[src/rtl/smb_guard_pkg.sv]
package smb_guard_pkg;
  typedef enum logic [1:0] {
    ST_IDLE  = 2'd0,
    ST_HOLD  = 2'd1,
    ST_DRAIN = 2'd2,
    ST_ABORT = 2'd3
  } guard_state_e;
endpackage

[src/rtl/smb_line_sync.sv]
module smb_line_sync #(
  parameter int WIDTH = 2
) (
  input  logic             clk_i,
  input  logic             rst_ni,
  input  logic [WIDTH-1:0] d_i,
  output logic [WIDTH-1:0] q_o
);
  logic [WIDTH-1:0] s1_q, s2_q;

  // idle bus is high, so reset to ones
  always_ff @(posedge clk_i or negedge rst_ni) begin
    if (!rst_ni) begin
      s1_q <= '1;
      s2_q <= '1;
    end else begin
      s1_q <= d_i;
      s2_q <= s1_q;
    end
  end

  assign q_o = s2_q;
endmodule

[src/rtl/smb_ms_timer.sv]
module smb_ms_timer #(
  parameter int CLKS_PER_MS = 100000,
  parameter int LIMIT_MS    = 25
) (
  input  logic clk_i,
  input  logic rst_ni,
  input  logic run_i,
  output logic expired_o
);
  localparam int SW = (CLKS_PER_MS > 2) ? $clog2(CLKS_PER_MS) : 1;
  localparam int MW = $clog2(LIMIT_MS + 1);
  localparam logic [SW-1:0] SUB_LAST = SW'(CLKS_PER_MS - 1);
  localparam logic [MW-1:0] MS_LAST  = MW'(LIMIT_MS);

  logic [SW-1:0] sub_q;
  logic [MW-1:0] ms_q;
  logic          done;

  assign done = (ms_q == MS_LAST);

  // private prescaler: restarts with run_i so the window is cycle-exact
  always_ff @(posedge clk_i or negedge rst_ni) begin
    if (!rst_ni) begin
      sub_q <= '0;
      ms_q  <= '0;
    end else if (!run_i) begin
      sub_q <= '0;
      ms_q  <= '0;
    end else if (!done) begin
      if (sub_q == SUB_LAST) begin
        sub_q <= '0;
        ms_q  <= ms_q + 1'b1;
      end else begin
        sub_q <= sub_q + 1'b1;
      end
    end
  end

  assign expired_o = done;

  a_r4_expiry_needs_run: assert property (@(posedge clk_i) disable iff (!rst_ni)
    expired_o |-> $past(run_i));
  a_r6_idle_clears: assert property (@(posedge clk_i) disable iff (!rst_ni)
    !run_i |=> !expired_o);
endmodule

[src/rtl/smb_guard_ctrl.sv]
module smb_guard_ctrl
  import smb_guard_pkg::*;
(
  input  logic clk_i,
  input  logic rst_ni,
  input  logic scl_s_i,
  input  logic sda_s_i,
  input  logic busy_i,
  input  logic ack_done_i,
  input  logic start_phase_i,
  input  logic clear_i,
  input  logic stretch_exp_i,
  input  logic lock_exp_i,
  input  logic idle_exp_i,
  output logic scl_hold_o,
  output logic bus_release_o,
  output logic abort_o,
  output logic ready_o,
  output logic stretch_to_o,
  output logic lockup_to_o
);
  guard_state_e state_q, state_d;
  logic lock_q, sda_q, abort_q, sto_q, lto_q;
  logic lock_rise, stop_seen, legal_start, cap_hit, abort_set;

  assign lock_rise   = lock_exp_i & ~lock_q;
  assign stop_seen   = sda_s_i & ~sda_q & scl_s_i;
  assign legal_start = busy_i & (ack_done_i | start_phase_i);
  assign cap_hit     = (state_q == ST_HOLD) & busy_i & stretch_exp_i & ~lock_rise;
  assign abort_set   = (state_q != ST_ABORT) & lock_rise;

  always_comb begin
    state_d = state_q;
    unique case (state_q)
      ST_IDLE: begin
        if (lock_rise)        state_d = ST_ABORT;
        else if (legal_start) state_d = ST_HOLD;
      end
      ST_HOLD: begin
        if (lock_rise)          state_d = ST_ABORT;
        else if (!busy_i)       state_d = ST_IDLE;
        else if (stretch_exp_i) state_d = ST_DRAIN;
      end
      ST_DRAIN: begin
        if (lock_rise)    state_d = ST_ABORT;
        else if (!busy_i) state_d = ST_IDLE;
      end
      ST_ABORT: begin
        if (stop_seen || idle_exp_i) state_d = ST_IDLE;
      end
      default: state_d = ST_IDLE;
    endcase
  end

  always_ff @(posedge clk_i or negedge rst_ni) begin
    if (!rst_ni) begin
      state_q <= ST_IDLE;
      lock_q  <= 1'b0;
      sda_q   <= 1'b1;
      abort_q <= 1'b0;
      sto_q   <= 1'b0;
      lto_q   <= 1'b0;
    end else begin
      state_q <= state_d;
      lock_q  <= lock_exp_i;
      sda_q   <= sda_s_i;
      abort_q <= abort_set;
      // set beats clear
      if (cap_hit)      sto_q <= 1'b1;
      else if (clear_i) sto_q <= 1'b0;
      if (abort_set)    lto_q <= 1'b1;
      else if (clear_i) lto_q <= 1'b0;
    end
  end

  assign scl_hold_o    = (state_q == ST_HOLD);
  assign bus_release_o = (state_q == ST_ABORT);
  assign ready_o       = (state_q != ST_ABORT);
  assign abort_o       = abort_q;
  assign stretch_to_o  = sto_q;
  assign lockup_to_o   = lto_q;

  a_r2_legal_start: assert property (@(posedge clk_i) disable iff (!rst_ni)
    $rose(scl_hold_o) |-> $past(busy_i && (ack_done_i || start_phase_i)));
  a_r3_release_on_idle: assert property (@(posedge clk_i) disable iff (!rst_ni)
    !busy_i |=> !scl_hold_o);
  a_r4_no_restart_drain: assert property (@(posedge clk_i) disable iff (!rst_ni)
    (state_q == ST_DRAIN) && busy_i |=> !scl_hold_o);
  a_r5_abort_single: assert property (@(posedge clk_i) disable iff (!rst_ni)
    abort_o |=> !abort_o);
  a_r7_released_no_hold: assert property (@(posedge clk_i) disable iff (!rst_ni)
    bus_release_o |-> !scl_hold_o && !ready_o);
  a_r8_flags_sticky: assert property (@(posedge clk_i) disable iff (!rst_ni)
    (stretch_to_o || lockup_to_o) && !clear_i |=> (stretch_to_o || lockup_to_o));
endmodule

[src/rtl/smb_stretch_guard.sv]
module smb_stretch_guard #(
  parameter int CLKS_PER_MS = 100000,
  parameter int STRETCH_MS  = 25,
  parameter int LOCKUP_MS   = 35,
  parameter int IDLE_MS     = 1
) (
  input  logic clk_i,
  input  logic rst_ni,
  input  logic scl_i,
  input  logic sda_i,
  input  logic busy_i,
  input  logic ack_done_i,
  input  logic start_phase_i,
  input  logic clear_i,
  output logic scl_hold_o,
  output logic bus_release_o,
  output logic abort_o,
  output logic ready_o,
  output logic stretch_to_o,
  output logic lockup_to_o
);
  localparam int NLINES = 2;

  logic [NLINES-1:0] line_s;
  logic [NLINES-1:0] lock_exp;
  logic stretch_exp, idle_exp;

  smb_line_sync #(.WIDTH(NLINES)) u_sync (
    .clk_i (clk_i),
    .rst_ni(rst_ni),
    .d_i   ({sda_i, scl_i}),
    .q_o   (line_s)
  );

  for (genvar g = 0; g < NLINES; g++) begin : g_lock
    smb_ms_timer #(.CLKS_PER_MS(CLKS_PER_MS), .LIMIT_MS(LOCKUP_MS)) u_lock (
      .clk_i    (clk_i),
      .rst_ni   (rst_ni),
      .run_i    (~line_s[g]),
      .expired_o(lock_exp[g])
    );
  end

  smb_ms_timer #(.CLKS_PER_MS(CLKS_PER_MS), .LIMIT_MS(STRETCH_MS)) u_stretch (
    .clk_i    (clk_i),
    .rst_ni   (rst_ni),
    .run_i    (scl_hold_o),
    .expired_o(stretch_exp)
  );

  smb_ms_timer #(.CLKS_PER_MS(CLKS_PER_MS), .LIMIT_MS(IDLE_MS)) u_idle (
    .clk_i    (clk_i),
    .rst_ni   (rst_ni),
    .run_i    (bus_release_o & (&line_s)),
    .expired_o(idle_exp)
  );

  smb_guard_ctrl u_ctrl (
    .clk_i        (clk_i),
    .rst_ni       (rst_ni),
    .scl_s_i      (line_s[0]),
    .sda_s_i      (line_s[1]),
    .busy_i       (busy_i),
    .ack_done_i   (ack_done_i),
    .start_phase_i(start_phase_i),
    .clear_i      (clear_i),
    .stretch_exp_i(stretch_exp),
    .lock_exp_i   (|lock_exp),
    .idle_exp_i   (idle_exp),
    .scl_hold_o   (scl_hold_o),
    .bus_release_o(bus_release_o),
    .abort_o      (abort_o),
    .ready_o      (ready_o),
    .stretch_to_o (stretch_to_o),
    .lockup_to_o  (lockup_to_o)
  );

  a_r1_reset_ready: assert property (@(posedge clk_i)
    !rst_ni |=> ready_o && !abort_o && !scl_hold_o);
endmodule

[config.mk]
export PLATFORM = sky130hd
export DESIGN_NAME = smb_stretch_guard
export DESIGN_NICKNAME = d
export VERILOG_FILES = /design/src/rtl/smb_guard_pkg.sv /design/src/rtl/smb_line_sync.sv /design/src/rtl/smb_ms_timer.sv /design/src/rtl/smb_guard_ctrl.sv /design/src/rtl/smb_stretch_guard.sv
export SDC_FILE = /design/constraint.sdc
export NUM_CORES = 1
export LEC_CHECK = 0
export BUFFER_PORTS_ARGS = -buffer_cell sky130_fd_sc_hd__buf_2
export CAP_MARGIN = 20
export CORE_AREA = 10 10 139 77
export CTS_BUF_LIST = sky130_fd_sc_hd__clkbuf_8 sky130_fd_sc_hd__clkbuf_16
export DETAILED_ROUTE_END_ITERATION = 8
export DIE_AREA = 0 0 149 87
export GPL_TIMING_DRIVEN = 0
export PLACE_DENSITY = 0.86
export SYNTH_ARGS = -nofsm -noshare
export SYNTH_HDL_FRONTEND = slang
export SYNTH_SLANG_ARGS = --single-unit
[constraint.sdc]
create_clock -name clk_i -period 2.7 [get_ports clk_i]
set_input_delay 0.405 -clock clk_i [delete_from_list [all_inputs] [get_ports clk_i]]
set_output_delay 0.405 -clock clk_i [all_outputs]
set_load 0.03 [all_outputs]
==> impl_table.tex, run 1 <==
\begin{tabular}{lr}
\hline
Metric & Value \\
\hline
\multicolumn{2}{l}{\textbf{Die}} \\
Number of I/O pins & 14 \\
Initial cell density of the core & 60.01\% \\
Row count & 24 \\
Die Span X & 149 um \\
Die footprint & 12960 sq um \\
Vert. Die Dim & 87 um \\
Area of the core & 8408 sq um \\
\multicolumn{2}{l}{\textbf{Placed design}} \\
GPL Wtd Cong & 0.8885 \\
Setup slack after placement & 0.3475 ns \\
Post-DP HPWL & 7.668 mm \\
Port Buffers & 13 \\
\multicolumn{2}{l}{\textbf{Logic synthesis}} \\
Post-Synthesis Cells & 534 \\
Ys Warns & 0 \\
Total nets after synthesis & 550 \\
Most area-hungry cell type in the Yosys netlist & sky130\_fd\_sc\_hd\_\_dfrtp\_1 \\
Sequential fraction of the synthesis area & 48.23\% \\
\#FFs+latches synth & 97 \\
Most used DFF post-synth & sky130\_fd\_sc\_hd\_\_dfrtp\_1 \\
Count of flip-flops with a built-in enable after synthesis & 0 \\
Post-Syn Area per Cell & 9.450 sq um \\
Syn Std Cell Area & 5046 sq um \\
Cell types with the largest area share after synthesis & sky130\_fd\_sc\_hd\_\_dfrtp\_1 46\%, sky130\_fd\_sc\_hd\_\_nor2\_1 5.3\%, sky130\_fd\_sc\_hd\_\_xor2\_1 4.5\% \\
Number of distinct library cells after synthesis & 58 \\
Proportion of netlist area held by the largest area contributor & 45.62\% \\
Fraction of registers with async set/reset & 100.0\% \\
\multicolumn{2}{l}{\textbf{STA}} \\
Total negative setup slack & 0 ns \\
Largest clock skew in the final design & 0.005652 ns \\
Hold WS & 0.02997 ns \\
Unrepaired setup endpoints after global routing & no \\
Time the final worst path needs with I/O delays and setup & 2.443 ns \\
Remaining max-slew budget at the tightest pin & 31.83\% \\
Slew at the pin closest to its max-slew limit & 0.9967 ns \\
Total count of max-transition violations in the final report & 0 \\
Fmax & 409.4 MHz \\
Hold Vio Cnt, Final & 0 \\
Final clock period utilization by the worst path & 90.47\% \\
Setup violators final & 0 \\
Final critical-path setup slack & 0.2573 ns \\
\multicolumn{2}{l}{\textbf{Run}} \\
Max capacitance violation total & 0 \\
\multicolumn{2}{l}{\textbf{Setup path}} \\
Slowest cell on the critical path & sky130\_fd\_sc\_hd\_\_nor3\_2 \\
Highest cell delay on the worst timing path & 0.53 ns \\
Buf/Inv on CP & 1 \\
Biggest fanout along the worst timing path & 10 \\
Cell with the most instances on the worst path & sky130\_fd\_sc\_hd\_\_and4\_1 \\
Worst endpoint data arrival time & 2.71 ns \\
Category of the critical setup timing path & reg2reg \\
Critical path capture point type & register \\
Startpoint types & register \\
Worst path required time & 2.96 ns \\
Reg-to-reg setup timing slack & 0.26 ns \\
CP delay by family, top & simple AND/OR/NAND/NOR gates \\
Destination of the worst register-to-register timing path & u\_idle.sub\_q[14]\$\_DFFE\_PN0P\_ \\
Count of cells along the worst register-to-register path & 7 \\
Critical R2R Launch & u\_idle.sub\_q[0]\$\_DFFE\_PN0P\_ \\
CP Cell Sequence & ha\_1 > and4\_1 > and4\_1 > nor3\_2 > buf\_2 > a21oi\_1 > a31oi\_1 \\
\multicolumn{2}{l}{\textbf{Clock network}} \\
Num CTS Buffers & 9 \\
Total of cells resized after clock tree synthesis & 0 \\
Largest buffer count on any clock path & 2 \\
Clock tree from TritonCTS & built \\
Num Clock Sinks & 97 \\
Clock slew seen by the registers of the worst setup and hold paths & 0.07 ns \\
Number of setup buffers added after CTS & 0 \\
Clock latency reported for the late side of the worst-skew pair & 0.35 ns \\
CTS root buffer & sky130\_fd\_sc\_hd\_\_clkbuf\_16 \\
H-tree depth & 3 \\
CTS hold repair buffers & 0 \\
\multicolumn{2}{l}{\textbf{Pwr}} \\
Leakage component of the power & 2.359 nW \\
Final Power & 3.062 mW \\
Power density relative to cell area & 547.1 nW/um\^{}2 \\
Peak VDD IR & 0.0004054 V \\
\multicolumn{2}{l}{\textbf{Global route}} \\
GRT Util Overall & 18.69\% \\
Initial antenna violation count & 0 \\
Wire length of the first global-routing pass & 19.83 mm \\
Via count of the first global-routing pass & 4003 \\
Largest net degree at the start of global routing & 60 \\
Overflow left after global routing & 0 \\
\multicolumn{2}{l}{\textbf{Finish}} \\
Antenna Diode Count & 0 \\
Area added between synthesis and finish & 10.93\% \\
Ratio of cells with drive above 1 in the final layout & 8.881\% \\
Final nets & 575 \\
\multicolumn{2}{l}{\textbf{Detailed routing}} \\
Number of iterations in the first detailed-routing pass & 7 \\
Routed WL per cell & 16.65 um \\
Via count of the routed design & 4220 \\
Final WL & 11.32 mm \\
Violation count after the first detailed-route iteration & 504 \\
Routed via count divided by cell count & 6.206 \\
Count of nets left with antenna violations after detail routing & 0 \\
DRC Markers & 0 \\
\multicolumn{2}{l}{\textbf{Status}} \\
Outcome & finished clean \\
\multicolumn{2}{l}{\textbf{Worst hold path}} \\
Hold crit path type & in2async \\
\hline
\end{tabular}
-- state kept, by name, indices dropped and copies added (netlist names) --
name and cells:
u_ctrl.stretch_to_o 1, u_idle.expired_o 1, u_idle.sub_q 17, g_lock.u_lock.sub_q 34, u_ctrl.lockup_to_o 1, u_stretch.ms_q 5, u_ctrl.state_q 2, g_lock.u_lock.ms_q 12
u_ctrl.abort_o 1, u_ctrl.lock_q 1, u_ctrl.sda_q 1, u_sync.s1_q 2, u_stretch.sub_q 17, u_sync.q_o 2
-- cell usage in the layout (no fill, tap or decap), types with 8 or more instances in the layout --
cell / instances
sky130_fd_sc_hd__inv_1: 15
sky130_fd_sc_hd__nand3_1: 27
sky130_fd_sc_hd__clkbuf_16: 9
sky130_fd_sc_hd__nor3_1: 9
sky130_fd_sc_hd__and4_1: 9
sky130_fd_sc_hd__a31oi_1: 13
sky130_fd_sc_hd__ha_1: 8
sky130_fd_sc_hd__dfrtp_1: 92
sky130_fd_sc_hd__nor2_1: 71
sky130_fd_sc_hd__xnor2_1: 16
sky130_fd_sc_hd__o21ai_0: 31
sky130_fd_sc_hd__clkbuf_1: 9
sky130_fd_sc_hd__or3_1: 9
sky130_fd_sc_hd__nand4_1: 25
sky130_fd_sc_hd__and3_1: 8
sky130_fd_sc_hd__buf_2: 18
sky130_fd_sc_hd__nand2_1: 52
sky130_fd_sc_hd__xor2_1: 26
sky130_fd_sc_hd__a21oi_1: 17
-- cells by family (layout without fill, tap and decap cells) --
group / after synthesis / count (layout) / share of synthesized area (%)
compound gates: 95 / 95 / 11.70
xor+xnor: 42 / 42 / 7.290
fa+ha+maj: 8 / 8 / 1.984
buf+inv: 30 / 59 / 2.455
flops: 97 / 97 / 48.23
mux: 4 / 4 / 0.8926
simple gates: 258 / 258 / 27.45
-- cell type report --
cell class / instances / area (sq um)
clock inverters: 6 / 85.08
multi-input cells: 407 / 2489
well taps: 117 / 146.4
repair buffers: 14 / 95.09
flip-flops and latches: 97 / 2434
fillers: 654 / 2810
inverters: 14 / 52.55
clock buffers: 9 / 225.2
plain buffers: 16 / 71.32
-- synthesized netlist by cell type, drive strengths merged (2+ instances only) --
master	n
a211o	2
a21o	5
a21oi	17
a22o	2
a31oi	13
a41oi	3
and2	5
and3	9
and4	10
buf	7
clkbuf	9
dfrtp	92
dfstp	5
ha	8
inv	14
mux2i	3
nand2	52
nand2b	7
nand3	27
nand4	25
nand4b	2
nand4bb	3
nor2	71
nor2b	6
nor3	10
nor4	7
nor4b	5
nor4bb	3
o211ai	2
o21ai	32
o22ai	3
o31ai	8
or3	9
or4	2
or4b	2
xnor2	16
xor2	26
-- routing by layer --
metal / GRT usage (%) / share of wire [%] / up-vias
met5: 0 / 0 / -
met4: 5.492 / 2.1 / 0
met3: 5.705 / 6.0 / 33
met2: 28.00 / 45 / 147
met1: 25.55 / 47 / 2066
li1: - / - / 1974
-- how the worst max path moves through the flow --
| stage | from | to | slack, ns | cells past startpoint |
|---|---|---|---|---|
| global placement | rst_ni | g_lock[1].u_lock.sub_q[15]$_DFFE_PN0P_ | 0.31 | 1 |
| finish | u_idle.sub_q[0]$_DFFE_PN0P_ | u_idle.sub_q[14]$_DFFE_PN0P_ | 0.26 | 7 |
| detailed placement | u_idle.sub_q[0]$_DFFE_PN0P_ | u_idle.sub_q[5]$_DFFE_PN0P_ | 0.35 | 7 |
| CTS | u_idle.sub_q[0]$_DFFE_PN0P_ | u_idle.sub_q[14]$_DFFE_PN0P_ | 0.30 | 7 |
| floorplan | u_idle.sub_q[0]$_DFFE_PN0P_ | u_idle.sub_q[10]$_DFFE_PN0P_ | 0.72 | 7 |
| global route | g_lock[1].u_lock.ms_q[0]$_DFFE_PN0P_ | g_lock[1].u_lock.sub_q[8]$_DFFE_PN0P_ | 0.11 | 6 |
-- stage by stage --
stage                     instances  utilization, %  cell area (sq um)
after floorplan                 534               -               5046
after global routing            680           66.58               5598
after CTS                       680           66.58               5598
after detailed placement        665           62.89               5288
after global placement          664           62.53               5258
final                           680           66.58               5598
-- worst reg2reg max path: cells and delay by family, from the launching register on --
kind            cells  cell delay (ns)
buf+inv             1             0.33
flops               1             0.42
compound gates      2             0.30
fa+ha+maj           1             0.25
simple gates        3             1.06
-- power by group --
part	leakage, nW	switching [mW]	internal [mW]
clock network	0.153	0.541	0.802
logic	0.878	0.131	0.0638
registers	1.33	0.0354	1.49
Power figures use the tool's default switching activity.
==> run 2: changes to the inputs <==
- GPL_TIMING_DRIVEN: 0 -> unset
- PLACE_DENSITY: 0.86 -> unset
- PLACE_DENSITY_LB_ADDON: unset -> 0.12
==> impl_table.tex, run 2 (synthesis gave the netlist of run 1 again) <==
\begin{tabular}{lr}
\hline
Metric & Value \\
\hline
\multicolumn{2}{l}{\textbf{Setup path}} \\
Worst endpoint data arrival time & 2.57 ns (-0.14 ns) \\
Critical path capture point type & register \\
Startpoint types & register \\
Highest cell delay on the worst timing path & 0.69 ns (+0.16 ns) \\
Biggest fanout along the worst timing path & 9 (-1) \\
Source of the critical timing path & g\_lock[1].u\_lock.sub\_q[0]\$\_DFFE\_PN0P\_ \\
CP Cell Sequence & ha\_1 > nand4\_1 > o41ai\_1 > nand2b\_1 > or3\_1 > o21ai\_0 \\
Critical R2R Launch & g\_lock[1].u\_lock.sub\_q[0]\$\_DFFE\_PN0P\_ \\
Reg-to-reg setup timing slack & 0.34 ns (+0.09 ns) \\
Destination of the worst register-to-register timing path & g\_lock[1].u\_lock.sub\_q[6]\$\_DFFE\_PN0P\_ \\
Category of the critical setup timing path & reg2reg \\
Worst path required time & 2.92 ns (-0.04 ns) \\
Count of cells along the worst register-to-register path & 6 (-1) \\
Slowest cell on the critical path & sky130\_fd\_sc\_hd\_\_o41ai\_1 \\
\multicolumn{2}{l}{\textbf{Pwr}} \\
Peak VDD IR & 0.0003819 V (-5.8\%) \\
Final Power & 2.936 mW (-4.1\%) \\
Leakage component of the power & 2.338 nW (-0.89\%) \\
Power density relative to cell area & 529.9 nW/um\^{}2 (-3.1\%) \\
\multicolumn{2}{l}{\textbf{Finish}} \\
Total area of multi-input combinational cells & 2489 sq um (unchanged) \\
Most common cell after layout, fill and taps aside & sky130\_fd\_sc\_hd\_\_dfrtp\_1 \\
Top library cells by usage in the layout, fill and taps aside & 92 x sky130\_fd\_sc\_hd\_\_dfrtp\_1, 71 x sky130\_fd\_sc\_hd\_\_nor2\_1, 52 x sky130\_fd\_sc\_hd\_\_nand2\_1 \\
Final nets & 565 (-1.7\%) \\
Biggest register & g\_lock.u\_lock.sub\_q \\
Number of flip-flops in the largest register & 34 (unchanged) \\
Ratio of cells with drive above 1 in the final layout & 8.845\% (-0.036 points) \\
Fill cells & 670 (+2.4\%) \\
Antenna Diode Count & 0 (unchanged) \\
Area added between synthesis and finish & 9.794\% \\
Largest registers & g\_lock.u\_lock.sub\_q: 34 flops, u\_idle.sub\_q: 17 flops, u\_stretch.sub\_q: 17 flops \\
Sequential Area & 2434 sq um (unchanged) \\
Util after Layout & 65.89\% (-0.68 points) \\
\multicolumn{2}{l}{\textbf{STA}} \\
Time the final worst path needs with I/O delays and setup & 2.356 ns (-0.08699 ns) \\
Unrepaired setup endpoints after global routing & no \\
Largest clock skew in the final design & 0.008392 ns (+0.002740 ns) \\
Total count of max-transition violations in the final report & 0 (unchanged) \\
Fmax & 424.5 MHz (+3.7\%) \\
Final clock period utilization by the worst path & 87.25\% (-3.2 points) \\
Hold Vio Cnt, Final & 0 (unchanged) \\
Remaining max-slew budget at the tightest pin & 40.84\% (+9.0 points) \\
Final critical-path setup slack & 0.3443 ns (+0.08699 ns) \\
Setup violators final & 0 (unchanged) \\
Total negative setup slack & 0 ns (unchanged) \\
Slew at the pin closest to its max-slew limit & 0.8650 ns (-0.1317 ns) \\
\multicolumn{2}{l}{\textbf{Global route}} \\
Layer with the highest usage & met1 \\
Via count of the first global-routing pass & 3752 (-6.3\%) \\
Initial antenna violation count & 0 (unchanged) \\
Overflow left after global routing & 0 (unchanged) \\
GR Layer Usage met1 & 27.17\% (+1.6 points) \\
Wire length of the first global-routing pass & 18.67 mm (-5.8\%) \\
Met2 layer usage reported by global route & 23.18\% (-4.8 points) \\
Largest net degree at the start of global routing & 64 (+6.7\%) \\
Met3 track utilization from global routing & 4.461\% (-1.2 points) \\
GRT Util Overall & 17.56\% (-1.1 points) \\
\multicolumn{2}{l}{\textbf{Detailed routing}} \\
Routed WL per cell & 15.66 um (-5.9\%) \\
DRC Markers & 0 (unchanged) \\
Via count of the routed design & 3942 (-6.6\%) \\
Count of nets left with antenna violations after detail routing & 0 (unchanged) \\
Routed via count divided by cell count & 5.875 (-5.3\%) \\
Number of iterations in the first detailed-routing pass & 5 (-2) \\
Violation count after the first detailed-route iteration & 372 (-26\%) \\
Final WL & 10.51 mm (-7.2\%) \\
\multicolumn{2}{l}{\textbf{Die}} \\
Die footprint & 12960 sq um (unchanged) \\
Number of I/O pins & 14 (unchanged) \\
Initial cell density of the core & 60.01\% (unchanged) \\
Area of the core & 8408 sq um (unchanged) \\
Vert. Die Dim & 87 um (unchanged) \\
Die Span X & 149 um (unchanged) \\
Row count & 24 (unchanged) \\
\multicolumn{2}{l}{\textbf{Clock network}} \\
Clock tree from TritonCTS & built \\
Clock slew seen by the registers of the worst setup and hold paths & 0.07 ns (about the same) \\
Clock latency reported for the late side of the worst-skew pair & 0.35 ns (about the same) \\
CTS root buffer & sky130\_fd\_sc\_hd\_\_clkbuf\_16 \\
Largest buffer count on any clock path & 2 (unchanged) \\
Num Clock Sinks & 97 (unchanged) \\
H-tree depth & 3 (unchanged) \\
Number of setup buffers added after CTS & 0 (unchanged) \\
Total of cells resized after clock tree synthesis & 0 (unchanged) \\
CTS hold repair buffers & 0 (unchanged) \\
Num CTS Buffers & 9 (unchanged) \\
\multicolumn{2}{l}{\textbf{Worst hold path}} \\
Worst hold stages & 1 \\
Hold crit path type & in2reg \\
Hold Path Sink & u\_sync.s1\_q[0]\$\_DFF\_PN1\_ \\
Hold path startpoint & scl\_i \\
\multicolumn{2}{l}{\textbf{Placed design}} \\
Setup slack after placement & 0.4548 ns (+0.1073 ns) \\
GPL Wtd Cong & 0.8794 (-1.0\%) \\
Post-DP HPWL & 7.285 mm (-5.0\%) \\
Port Buffers & 13 (unchanged) \\
\multicolumn{2}{l}{\textbf{Status}} \\
Outcome & finished clean \\
\multicolumn{2}{l}{\textbf{Run}} \\
Max capacitance violation total & 0 (unchanged) \\
\hline
\end{tabular}
## run 2: cell count changes in the layout (fill, tap and decap cells not counted), moves of 2 or more
cell	before	now
sky130_fd_sc_hd__buf_2	18	12
sky130_fd_sc_hd__buf_4	2	7
sky130_fd_sc_hd__bufinv_16	2	0
sky130_fd_sc_hd__clkbuf_1	9	0
sky130_fd_sc_hd__clkbuf_8	0	3
## run 2: through the flow
stage | hold WS (ns) | cells | area [sq um]
after floorplan | 0.1094 | 534 | 5046
after global placement | 0.3471 | 655 | 5254
after detailed placement | 0.3470 | 655 | 5254
after CTS | 0.1462 | 671 | 5540
after global routing | 0.1373 | 671 | 5540
final | 0.1498 | 671 | 5540
## run 2: layer usage
layer	part of all wire, %	routed length [um]
met1	54	5676
met2	41	4259
met3	4.4	460
met4	1.1	112
met5	0	0
## run 2: worst max-delay path: cells and delay by family, from the launching register on
kind | cells | cell delay (ns)
adders and majority gates | 1 | 0.27
and+or+nand+nor | 3 | 0.78
DFF | 1 | 0.39
AOI/OAI and AO/OA | 2 | 0.77
## run 2: layout make-up
cell class | count | area share [%]
clock inverter | 4 | 0.3613
tap | 117 | 2.642
inverter | 14 | 0.9485
sequential | 97 | 43.92
multi-input combinational | 407 | 44.92
clock buffer | 12 | 4.810
timing repair buffer | 20 | 2.394
## run 2: how the worst max path moves through the flow
| stage | endpoint |
|---|---|
| 2_1_floorplan | u_idle.sub_q[10]$_DFFE_PN0P_ |
| 5_1_grt | g_lock[1].u_lock.sub_q[6]$_DFFE_PN0P_ |
| 3_5_place_dp | g_lock[1].u_lock.sub_q[6]$_DFFE_PN0P_ |
| 3_3_place_gp | u_stretch.sub_q[12]$_DFFE_PN0P_ |
| 4_1_cts | g_lock[1].u_lock.sub_q[6]$_DFFE_PN0P_ |
| 6_report | g_lock[1].u_lock.sub_q[6]$_DFFE_PN0P_ |
## run 2: where the power goes
| part | total, mW | internal [mW] | switching, mW |
|---|---|---|---|
| registers | 1.53 | 1.49 | 0.0405 |
| clock network | 1.22 | 0.692 | 0.529 |
| logic | 0.186 | 0.0629 | 0.124 |
==> run 3: changes to the inputs <==
- CORE_AREA: 10 10 139 77 -> 10 10 146 81
- DIE_AREA: 0 0 149 87 -> 0 0 156 91
- clock period: 2.7 -> 2 ns (I/O delays scaled with it)
==> impl_table.tex, run 3 (synthesis gave the netlist of run 1 again) <==
\begin{tabular}{lr}
\hline
Metric & Value \\
\hline
\multicolumn{2}{l}{\textbf{STA}} \\
Final clock period utilization by the worst path & 101.1\% (+14 points) \\
Total negative setup slack & -0.02172 ns (-0.02172 ns) \\
Fmax & 494.6 MHz (+17\%) \\
Slew at the pin closest to its max-slew limit & 0.4603 ns (-0.4047 ns) \\
Total count of max-transition violations in the final report & 0 (unchanged) \\
Final critical-path setup slack & -0.02172 ns (-0.3660 ns) \\
Hold Vio Cnt, Final & 0 (unchanged) \\
Remaining max-slew budget at the tightest pin & 69.31\% (+28 points) \\
Hold WS & 0.05097 ns (-0.09884 ns) \\
Unrepaired setup endpoints after global routing & yes \\
Time the final worst path needs with I/O delays and setup & 2.022 ns (-0.3340 ns) \\
Largest clock skew in the final design & 0.01077 ns (+0.002383 ns) \\
Setup violators final & 1 (+1) \\
\multicolumn{2}{l}{\textbf{Setup path}} \\
Slowest cell on the critical path & sky130\_fd\_sc\_hd\_\_nor4\_4 \\
Cell with the most instances on the worst path & sky130\_fd\_sc\_hd\_\_nand4\_1 \\
Startpoint types & register \\
Destination of the worst register-to-register timing path & g\_lock[1].u\_lock.ms\_q[5]\$\_DFFE\_PN0P\_ \\
Worst path required time & 2.23 ns (-0.69 ns) \\
CP Cell Sequence & ha\_2 > nand4\_1 > nor4\_4 > nand4\_1 > or2\_1 > mux2\_4 \\
Category of the critical setup timing path & reg2reg \\
Worst endpoint data arrival time & 2.25 ns (-0.32 ns) \\
Source of the critical timing path & g\_lock[1].u\_lock.sub\_q[0]\$\_DFFE\_PN0P\_ \\
Critical path capture point type & register \\
Reg-to-reg setup timing slack & -0.02 ns (-0.37 ns) \\
Critical R2R Launch & g\_lock[1].u\_lock.sub\_q[0]\$\_DFFE\_PN0P\_ \\
Highest cell delay on the worst timing path & 0.40 ns (-0.29 ns) \\
Endpoint of the most critical setup path & g\_lock[1].u\_lock.ms\_q[5]\$\_DFFE\_PN0P\_ \\
Biggest fanout along the worst timing path & 3 (-6) \\
Count of cells along the worst register-to-register path & 6 (unchanged) \\
\multicolumn{2}{l}{\textbf{Finish}} \\
Ratio of cells with drive above 1 in the final layout & 17.71\% (+8.9 points) \\
Final nets & 604 (+6.9\%) \\
Post-route cell area & 5968 sq um (+7.7\%) \\
Util after Layout & 64.68\% (-1.2 points) \\
Biggest register & g\_lock.u\_lock.sub\_q \\
Area added between synthesis and finish & 18.27\% \\
Most common cell after layout, fill and taps aside & sky130\_fd\_sc\_hd\_\_dfrtp\_1 \\
Antenna Diode Count & 0 (unchanged) \\
Top library cells by usage in the layout, fill and taps aside & 92 x sky130\_fd\_sc\_hd\_\_dfrtp\_1, 71 x sky130\_fd\_sc\_hd\_\_nor2\_1, 51 x sky130\_fd\_sc\_hd\_\_nand2\_1 \\
Post-layout instance count excluding filler cells & 714 (+6.4\%) \\
Largest registers & g\_lock.u\_lock.sub\_q: 34 flops, u\_idle.sub\_q: 17 flops, u\_stretch.sub\_q: 17 flops \\
Number of flip-flops in the largest register & 34 (unchanged) \\
\multicolumn{2}{l}{\textbf{Pwr}} \\
Power density relative to cell area & 703.7 nW/um\^{}2 (+33\%) \\
Peak VDD IR & 0.0005425 V (+42\%) \\
Final Power & 4.200 mW (+43\%) \\
Leakage component of the power & 2.572 nW (+10\%) \\
\multicolumn{2}{l}{\textbf{Global route}} \\
Wire length of the first global-routing pass & 18.97 mm (+1.6\%) \\
Initial antenna violation count & 0 (unchanged) \\
Largest net degree at the start of global routing & 38 (-41\%) \\
Overflow left after global routing & 0 (unchanged) \\
Via count of the first global-routing pass & 3828 (+2.0\%) \\
GRT Util Overall & 16.08\% (-1.5 points) \\
\multicolumn{2}{l}{\textbf{Die}} \\
Die footprint & 14200 sq um (+9.5\%) \\
Die Span X & 156 um (+4.7\%) \\
Row count & 25 (+4.2\%) \\
Initial cell density of the core & 54.68\% (-5.3 points) \\
Area of the core & 9228 sq um (+9.7\%) \\
Number of I/O pins & 14 (unchanged) \\
Vert. Die Dim & 91 um (+4.6\%) \\
\multicolumn{2}{l}{\textbf{Clock network}} \\
CTS root buffer & sky130\_fd\_sc\_hd\_\_clkbuf\_16 \\
Clock slew seen by the registers of the worst setup and hold paths & 0.07 ns (about the same) \\
Clock latency reported for the late side of the worst-skew pair & 0.35 ns (about the same) \\
Num Clock Sinks & 97 (unchanged) \\
Largest buffer count on any clock path & 2 (unchanged) \\
H-tree depth & 3 (unchanged) \\
Clock tree from TritonCTS & built \\
Num CTS Buffers & 9 (unchanged) \\
\multicolumn{2}{l}{\textbf{Placed design}} \\
Post-DP HPWL & 8.049 mm (+10\%) \\
GPL Wtd Cong & 0.8559 (-2.7\%) \\
Setup slack after placement & -0.02813 ns (-0.4829 ns) \\
Number of cells in the design after placement & 694 (+6.0\%) \\
Area after DPL & 5534 sq um (+5.3\%) \\
Port Buffers & 13 (unchanged) \\
\multicolumn{2}{l}{\textbf{Detailed routing}} \\
Final WL & 11.51 mm (+9.5\%) \\
Routed via count divided by cell count & 5.903 (+0.49\%) \\
Number of iterations in the first detailed-routing pass & 5 (unchanged) \\
Routed WL per cell & 16.12 um (+2.9\%) \\
DRC Markers & 0 (unchanged) \\
Via count of the routed design & 4215 (+6.9\%) \\
Violation count after the first detailed-route iteration & 374 (+0.54\%) \\
Count of nets left with antenna violations after detail routing & 0 (unchanged) \\
\multicolumn{2}{l}{\textbf{Worst hold path}} \\
Hold path startpoint & sda\_i \\
Hold crit path type & in2reg \\
\multicolumn{2}{l}{\textbf{Status}} \\
Violated checks & negative setup slack \\
Outcome & finished with violations \\
\multicolumn{2}{l}{\textbf{Run}} \\
Max capacitance violation total & 0 (unchanged) \\
\hline
\end{tabular}
[run 3: changes by cell type in the layout (fill, tap and decap cells not counted), moves of 2 or more]
cell,delta
sky130_fd_sc_hd__o21ai_1,+9
sky130_fd_sc_hd__o31ai_1,-3
sky130_fd_sc_hd__o21ai_0,-9
sky130_fd_sc_hd__clkbuf_8,-3
sky130_fd_sc_hd__or3_4,+2
sky130_fd_sc_hd__or3_1,-2
sky130_fd_sc_hd__bufinv_16,+2
sky130_fd_sc_hd__nor4b_1,-2
sky130_fd_sc_hd__ha_1,-2
sky130_fd_sc_hd__nor4b_2,+2
sky130_fd_sc_hd__ha_2,+2
sky130_fd_sc_hd__buf_4,+35
sky130_fd_sc_hd__o31ai_2,+3
[run 3: final cells by class]
cell class                 count  area, sq um
clock buffer                   9        225.2
clock inverter                 7        96.34
fill                         720         3259
inverter                      14        52.55
multi-input combinational    407         2567
sequential                    97         2434
tap                          121        151.4
timing repair buffer          59        441.7
[run 3: worst min-delay path by stage]
| stage | slack (ns) | end | depth (start not counted) |
|---|---|---|---|
| after floorplan | 0.004 | g_lock[0].u_lock.ms_q[0]$_DFFE_PN0P_ | 0 |
| after global placement | 0.29 | g_lock[0].u_lock.sub_q[12]$_DFFE_PN0P_ | 1 |
| after detailed placement | 0.28 | g_lock[0].u_lock.sub_q[12]$_DFFE_PN0P_ | 1 |
| after CTS | 0.04 | u_sync.s1_q[1]$_DFF_PN1_ | 1 |
| after global routing | 0.04 | u_sync.s1_q[1]$_DFF_PN1_ | 1 |
| final | 0.05 | u_sync.s1_q[1]$_DFF_PN1_ | 1 |
[run 3: critical path, delay by kind of cell (launching register included)]
kind	cells	cell delay, ns
flops	1	0.36
fa+ha+maj	1	0.18
simple gates	4	1.07
mux	1	0.30
[run 3: routing by layer]
| layer | up-vias | wire [um] | global-route usage [%] |
|---|---|---|---|
| met2 | 126 | 4978 | 22.64 |
| met1 | 2048 | 5856 | 24.09 |
| met3 | 9 | 579 | 3.719 |
| met4 | 0 | 93 | 4.066 |
| li1 | 2032 | - | - |
| met5 | - | 0 | 0 |
[run 3: report_power, final]
part           leakage [nW]  internal, mW  switching (mW)
Sequential             1.33          2.01          0.0481
Combinational          1.08         0.108           0.182
Clock                 0.159          1.10           0.753
Total                  2.57          3.22           0.983
[run 3: repair_timing]
item                                    4_1_cts  5_1_grt
endpoints found under the hold margin        26        0
gates resized for setup                       1       29
buffers inserted                              0        2
hold buffers                                  1        0
pin swaps                                     0        3
cloned                                        0        1
endpoints found under the setup margin        3       27
